### src/rtl/isc_pkg.sv
package isc_pkg;
   localparam int NSRC      = 6;
   localparam int SRC_BATT  = 0;
   localparam int SRC_EXT   = 1;
   localparam int SRC_WAKE  = 2;
   localparam int SRC_TXR   = 3;
   localparam int SRC_OVF   = 4;
   localparam int SRC_LVL   = 5;

   typedef enum logic [1:0] {
      KIND_LEVEL  = 2'd0,
      KIND_EVENT  = 2'd1,
      KIND_STICKY = 2'd2
   } flag_kind_e;

   function automatic flag_kind_e kind_of(input int idx);
      case (idx)
         SRC_WAKE, SRC_OVF: return KIND_EVENT;
         SRC_BATT:          return KIND_STICKY;
         default:           return KIND_LEVEL;
      endcase
   endfunction
endpackage

### src/rtl/isc_flag_cell.sv
module isc_flag_cell #(
   parameter isc_pkg::flag_kind_e KIND = isc_pkg::KIND_LEVEL
) (
   input  logic clk,
   input  logic rst_n,
   input  logic src_i,
   input  logic clr_i,
   output logic stat_o,
   output logic pend_o
);
   generate
      if (KIND == isc_pkg::KIND_EVENT) begin : g_event
         logic held;
         always_ff @(posedge clk or negedge rst_n) begin
            if (!rst_n) held <= 1'b0;
            else        held <= src_i | (held & ~clr_i);
         end
         assign stat_o = held;
         assign pend_o = held;

         assert_set_wins_R6: assert property (@(posedge clk) disable iff (!rst_n)
            src_i |=> pend_o);
         assert_read_clears_R2: assert property (@(posedge clk) disable iff (!rst_n)
            (clr_i && !src_i) |=> !pend_o);
      end else if (KIND == isc_pkg::KIND_STICKY) begin : g_sticky
         logic lvl_q;
         logic pnd_q;
         logic rise;
         assign rise = src_i & ~lvl_q;
         always_ff @(posedge clk or negedge rst_n) begin
            if (!rst_n) begin
               lvl_q <= 1'b0;
               pnd_q <= 1'b0;
            end else begin
               lvl_q <= src_i;
               pnd_q <= rise | (pnd_q & ~clr_i);
            end
         end
         assign stat_o = lvl_q;
         assign pend_o = pnd_q;

         assert_bit_holds_R4: assert property (@(posedge clk) disable iff (!rst_n)
            src_i |=> stat_o);
         assert_line_released_R4: assert property (@(posedge clk) disable iff (!rst_n)
            (clr_i && !(src_i && !stat_o)) |=> !pend_o);
      end else begin : g_level
         logic lvl_q;
         logic unused_clr;
         assign unused_clr = clr_i;
         always_ff @(posedge clk or negedge rst_n) begin
            if (!rst_n) lvl_q <= 1'b0;
            else        lvl_q <= src_i;
         end
         assign stat_o = lvl_q;
         assign pend_o = lvl_q;

         assert_follow_high_R3: assert property (@(posedge clk) disable iff (!rst_n)
            src_i |=> stat_o);
         assert_follow_low_R3: assert property (@(posedge clk) disable iff (!rst_n)
            !src_i |=> !stat_o);
      end
   endgenerate
endmodule

### src/rtl/isc_cmd_decode.sv
module isc_cmd_decode #(
   parameter int WORD_W = 16
) (
   input  logic              cmd_valid_i,
   input  logic [WORD_W-1:0] cmd_word_i,
   output logic              rd_stb_o
);
   localparam int OP_BIT = WORD_W - 1;

   logic unused_low;
   assign unused_low = ^cmd_word_i[OP_BIT-1:0];

   assign rd_stb_o = cmd_valid_i & ~cmd_word_i[OP_BIT];
endmodule

### src/rtl/isc_status_pack.sv
module isc_status_pack #(
   parameter int WORD_W = 16,
   parameter int AFC_W  = 5,
   parameter int NFLAG  = 6
) (
   input  logic [NFLAG-1:0]  stat_i,
   input  logic [AFC_W-1:0]  afc_i,
   output logic [WORD_W-1:0] word_o
);
   localparam int LOW_W = WORD_W - NFLAG;

   logic [LOW_W-1:0] low_field;

   generate
      if (LOW_W > AFC_W) begin : g_extend
         assign low_field = {{(LOW_W-AFC_W){afc_i[AFC_W-1]}}, afc_i};
      end else begin : g_exact
         assign low_field = afc_i;
      end
   endgenerate

   assign word_o = {stat_i, low_field};
endmodule

### src/rtl/isc_status_ctrl.sv
module isc_status_ctrl #(
   parameter int WORD_W = 16,
   parameter int AFC_W  = 5
) (
   input  logic                     clk,
   input  logic                     rst_n,
   input  logic                     wake_pulse,
   input  logic                     ext_irq_n,
   input  logic                     batt_low,
   input  logic                     fifo_lvl,
   input  logic                     fifo_ovf_pulse,
   input  logic                     tx_ready,
   input  logic [AFC_W-1:0]         afc_offs,
   input  logic [isc_pkg::NSRC-1:0] irq_en,
   input  logic                     cmd_valid,
   input  logic [WORD_W-1:0]        cmd_word,
   input  logic                     sleep_req,
   output logic                     irq_n,
   output logic                     sleep_ok,
   output logic                     rd_valid,
   output logic [WORD_W-1:0]        rd_data
);
   import isc_pkg::*;

   localparam int LOW_W = WORD_W - NSRC;

   generate
      if (LOW_W < AFC_W) begin : g_bad_width
         $error("status word too narrow for flags and offset field");
      end
      if (AFC_W < 2) begin : g_bad_afc
         $error("offset field needs a sign bit and a magnitude bit");
      end
   endgenerate

   logic [NSRC-1:0]   src_vec;
   logic [NSRC-1:0]   stat_vec;
   logic [NSRC-1:0]   pend_vec;
   logic              rd_stb;
   logic              any_pend;
   logic [WORD_W-1:0] live_word;

   always_comb begin
      src_vec           = '0;
      src_vec[SRC_BATT] = batt_low;
      src_vec[SRC_EXT]  = ~ext_irq_n;
      src_vec[SRC_WAKE] = wake_pulse;
      src_vec[SRC_TXR]  = tx_ready;
      src_vec[SRC_OVF]  = fifo_ovf_pulse;
      src_vec[SRC_LVL]  = fifo_lvl;
   end

   isc_cmd_decode #(.WORD_W(WORD_W)) u_dec (
      .cmd_valid_i (cmd_valid),
      .cmd_word_i  (cmd_word),
      .rd_stb_o    (rd_stb)
   );

   generate
      for (genvar i = 0; i < NSRC; i++) begin : g_src
         isc_flag_cell #(.KIND(kind_of(i))) u_cell (
            .clk    (clk),
            .rst_n  (rst_n),
            .src_i  (src_vec[i]),
            .clr_i  (rd_stb),
            .stat_o (stat_vec[i]),
            .pend_o (pend_vec[i])
         );
      end
   endgenerate

   isc_status_pack #(.WORD_W(WORD_W), .AFC_W(AFC_W), .NFLAG(NSRC)) u_pack (
      .stat_i (stat_vec),
      .afc_i  (afc_offs),
      .word_o (live_word)
   );

   always_ff @(posedge clk or negedge rst_n) begin
      if (!rst_n) begin
         rd_data  <= '0;
         rd_valid <= 1'b0;
      end else begin
         rd_valid <= rd_stb;
         if (rd_stb) rd_data <= live_word;
      end
   end

   assign any_pend = |(pend_vec & irq_en);
   assign irq_n    = ~any_pend;
   assign sleep_ok = sleep_req & ~any_pend;

   assert_sleep_veto_R9: assert property (@(posedge clk) disable iff (!rst_n)
      !irq_n |-> !sleep_ok);
   assert_wake_drives_line_R8: assert property (@(posedge clk) disable iff (!rst_n)
      (pend_vec[SRC_WAKE] && irq_en[SRC_WAKE]) |-> !irq_n);
   assert_valid_follows_read_R11: assert property (@(posedge clk) disable iff (!rst_n)
      rd_valid |-> $past(rd_stb));
   assert_other_cmd_ignored_R10: assert property (@(posedge clk) disable iff (!rst_n)
      (cmd_valid && cmd_word[WORD_W-1]) |=> ($stable(rd_data) && !rd_valid));
endmodule

### config.mk
export PLATFORM = sky130hd
export DESIGN_NAME = isc_status_ctrl
export DESIGN_NICKNAME = d
export VERILOG_FILES = /design/src/rtl/isc_pkg.sv /design/src/rtl/isc_flag_cell.sv /design/src/rtl/isc_cmd_decode.sv /design/src/rtl/isc_status_pack.sv /design/src/rtl/isc_status_ctrl.sv
export SDC_FILE = /design/constraint.sdc
export NUM_CORES = 1
export LEC_CHECK = 0
export ABC_AREA = 1
export CORE_MARGIN = 2
export CORE_UTILIZATION = 35
export DETAILED_ROUTE_END_ITERATION = 8
export DONT_BUFFER_PORTS = 1
export SLEW_MARGIN = 20
export SYNTH_ARGS = -nofsm -noshare
export SYNTH_HDL_FRONTEND = slang
export SYNTH_SLANG_ARGS = --single-unit
### constraint.sdc
create_clock -name clk -period 1 [get_ports clk]
set_input_delay 0.1 -clock clk [delete_from_list [all_inputs] [get_ports clk]]
set_output_delay 0.1 -clock clk [all_outputs]
set_load 0.01 [all_outputs]
==> run_results.csv <==
group,metric,value,unit
sta,slew_violations,0,
grt,grtUsageMet1,14.7,%
synth,synth.avg_cell_area,9.26,um2
synth,ys_types,11,
die,die_h,50.9,um
clock_network,clockRootBuffer,"clkbuf_4",
setup_path,startpoint,"g_src[0].u_cell.pend_o$_DFF_PN0_",
sta,period_share,125,%
setup_path,required,900,ps
setup_path,crit_slowest_cell,"dfrtp_1",
final_layout,final_cell_mix,"40 x nand2_1, 19 x dfrtp_1, 11 x dlygate4sd3_1",
synth,synth.mux.area_fraction,0,%
power_and_ir_drop,p_leak,0.513,nW
sta,slew-limit-headroom,42.1,%
synth,synth_top_family_by_area,"simple AND/OR/NAND/NOR gates",
synth,syn_nets,120,
synth,synth_compound_area_share,4.40,%
status,violations,"negative hold slack, negative setup slack",
grt,grtUsageMet3,3.80,%
sta,setup_viol,2,
die,start_util,38.0,%
setup_path,cp_top_family,"simple AND/OR/NAND/NOR gates",
sta,worst_pin_slew,868,ps
power_and_ir_drop,vdd_drop_max,925,uV
sta,hold_ws,-24.6,ps
final_layout,layout_commonest_cell,"nand2_1",
drt,first_pass_iters,4,
setup_path,crit_buf_inv,0,
final_layout,area_growth,21.3,%
final_layout,layout.nets,134,
grt,gr-usage-all-layers,12.7,%
final_layout,drive_above_1_share,12.5,%
drt,ant_nets,0,
clock_network,cts_buffers,3,
setup_path,critPathMaxStageDelay,390,ps
run,cap_violations,0,
sta,worst_slack,-246,ps
setup_path,r2r_slack,270,ps
die,dieArea,2590,um2
place,portBuffers,0,
final_layout,antenna_cells,0,
sta,min_period,1250,ps
place,place.gp.congestion,0.590,
place,hpwl,966,um
synth,synth.cell_area,768,um2
synth,netlist_instances,83,
die,io_pins,56,
setup_path,critPathKind,"reg2out",
min_path,hp-class,"in2async",
synth,synth_simple_gate_area_share,22.0,%
setup_path,crit_path_end_kind,"output pin",
sta,finalHoldViolations,19,
grt,grt.overflow.total,0,
setup_path,cp.arrival,1150,ps
die,die_w,50.9,um
synth,ys_warn_count,0,
synth,ys_seq_area_share,61.9,%
setup_path,critPathMostFrequentCell,"nand2_1",
grt,grt_pass1_wl,2390,um
drt,routedWlPerCell,12.0,um
sta,rsz0062_at_grt,"true",
clock_network,clk_latency,290,ps
clock_network,cts_tree,"built",
setup_path,start_kind,"register",
clock_network,ctsHtreeMaxLevel,1,
grt,grt_busiest_layer,"met2",
setup_path,r2r_start,"rd_data[9]$_DFFE_PN0P_",
grt,use_met2,21.5,%
drt,viasPerCell,4.40,
power_and_ir_drop,powerDensity,1620,nW/um2
setup_path,crit_chain,"nand2_1 > nand2_1 > nor2_1 > nand2_1 > nor2_2",
final_layout,final_core_util,46.1,%
sta,skew,0.185,ps
grt,antenna_found_initial,0,
drt,drt_iter0_markers,9,
setup_path,critPathMaxFanout,2,
sta,fmax,803,MHz
clock_network,clk_path_buf_depth,2,
drt,drcViolationCount,0,
status,status,"finished with violations",
synth,synth_seq_cells,19,
die,core_region_area,2020,um2
synth,synthXorXnorAreaFrac,0,%
drt,wl,1470,um
clock_network,clkTransAtPathRegs,110,ps
clock_network,clock_sinks,19,
drt,vias,541,
grt,grt_pass1_vias,571,
synth,synthAdderAreaFrac,0,%
die,core.rowCount,16,
grt,grt_start_max_net_pins,20,
## Yosys cell counts (all sizes together)
master / count / area (um2)
nand2: 40 / 150
inv: 9 / 33.8
buf: 7 / 56.3
nor2: 3 / 18.8
dfrtp: 19 / 475
o21ai: 3 / 18.8
o21bai: 2 / 15.0
## timing repair
action	4_1_cts	5_1_grt
hold buffers	12	0
resized for setup	1	2
pin swaps	0	5
setup buffers	0	2
endpoints found under the setup margin	2	27
endpoints found under the hold margin	31	0
## path summary, 6_finish.rpt
check,cells after the start,endpoint
min in group clk,2,rd_valid$_DFF_PN0_
worst max register to register,3,rd_data[9]$_DFFE_PN0P_
max in group asynchronous,1,rd_data[9]$_DFFE_PN0P_
worst min-delay path,1,g_src[3].u_cell.pend_o$_DFF_PN0_
worst max-delay path,5,sleep_ok
worst min register to register,2,g_src[0].u_cell.pend_o$_DFF_PN0_
## cell families (layout without fill, tap and decap cells)
family | after synthesis | in the layout
compound gates | 5 | 5
flops | 19 | 19
simple gates | 43 | 43
buf+inv | 16 | 29
## registers in the layout (all words and copies together), names as in the netlist
signal	cells
rd_data	11
g_src.u_cell.pend_o	6
g_src.u_cell.stat_o	1
rd_valid	1
## metrics by stage
stage	setup WS, ps	instance area, um2	total power [mW]	setup TNS (ps)	cells
5_1_grt	-373	932	1.61	-685	123
3_5_place_dp	75.6	761	1.08	0	105
3_3_place_gp	72.7	761	1.07	0	105
6_report	-246	932	1.51	-434	123
2_1_floorplan	134	768	1.08	0	83
4_1_cts	-237	911	1.53	-442	121
## metal layers
metal	share of wire, %	routed length [um]
met4	0	0
met1	43	625
met5	0	0
met3	6.7	98
met2	51	745
## area by class of cell
type / instances / area [um2]
fillers: 214 / 1090
flip-flops and latches: 19 / 475
repair buffers: 16 / 156
multi-input cells: 48 / 205
clock inverters: 1 / 5.00
inverters: 9 / 33.8
clock buffers: 3 / 22.5
well taps: 27 / 33.8
## worst register-to-register path, stage by stage, from the launching register on
cell     delay [ps]
dfrtp_1         400
buf_4           130
nand2_1          50
nand2_1          40
## report_power, final
group / switching, mW / total (mW) / internal (mW) / leakage (nW)
Sequential: 0.0734 / 0.918 / 0.844 / 0.225
Clock: 0.234 / 0.383 / 0.149 / 0.0177
Combinational: 0.116 / 0.210 / 0.0939 / 0.270
No activity file was read; power rests on OpenSTA's default activity.
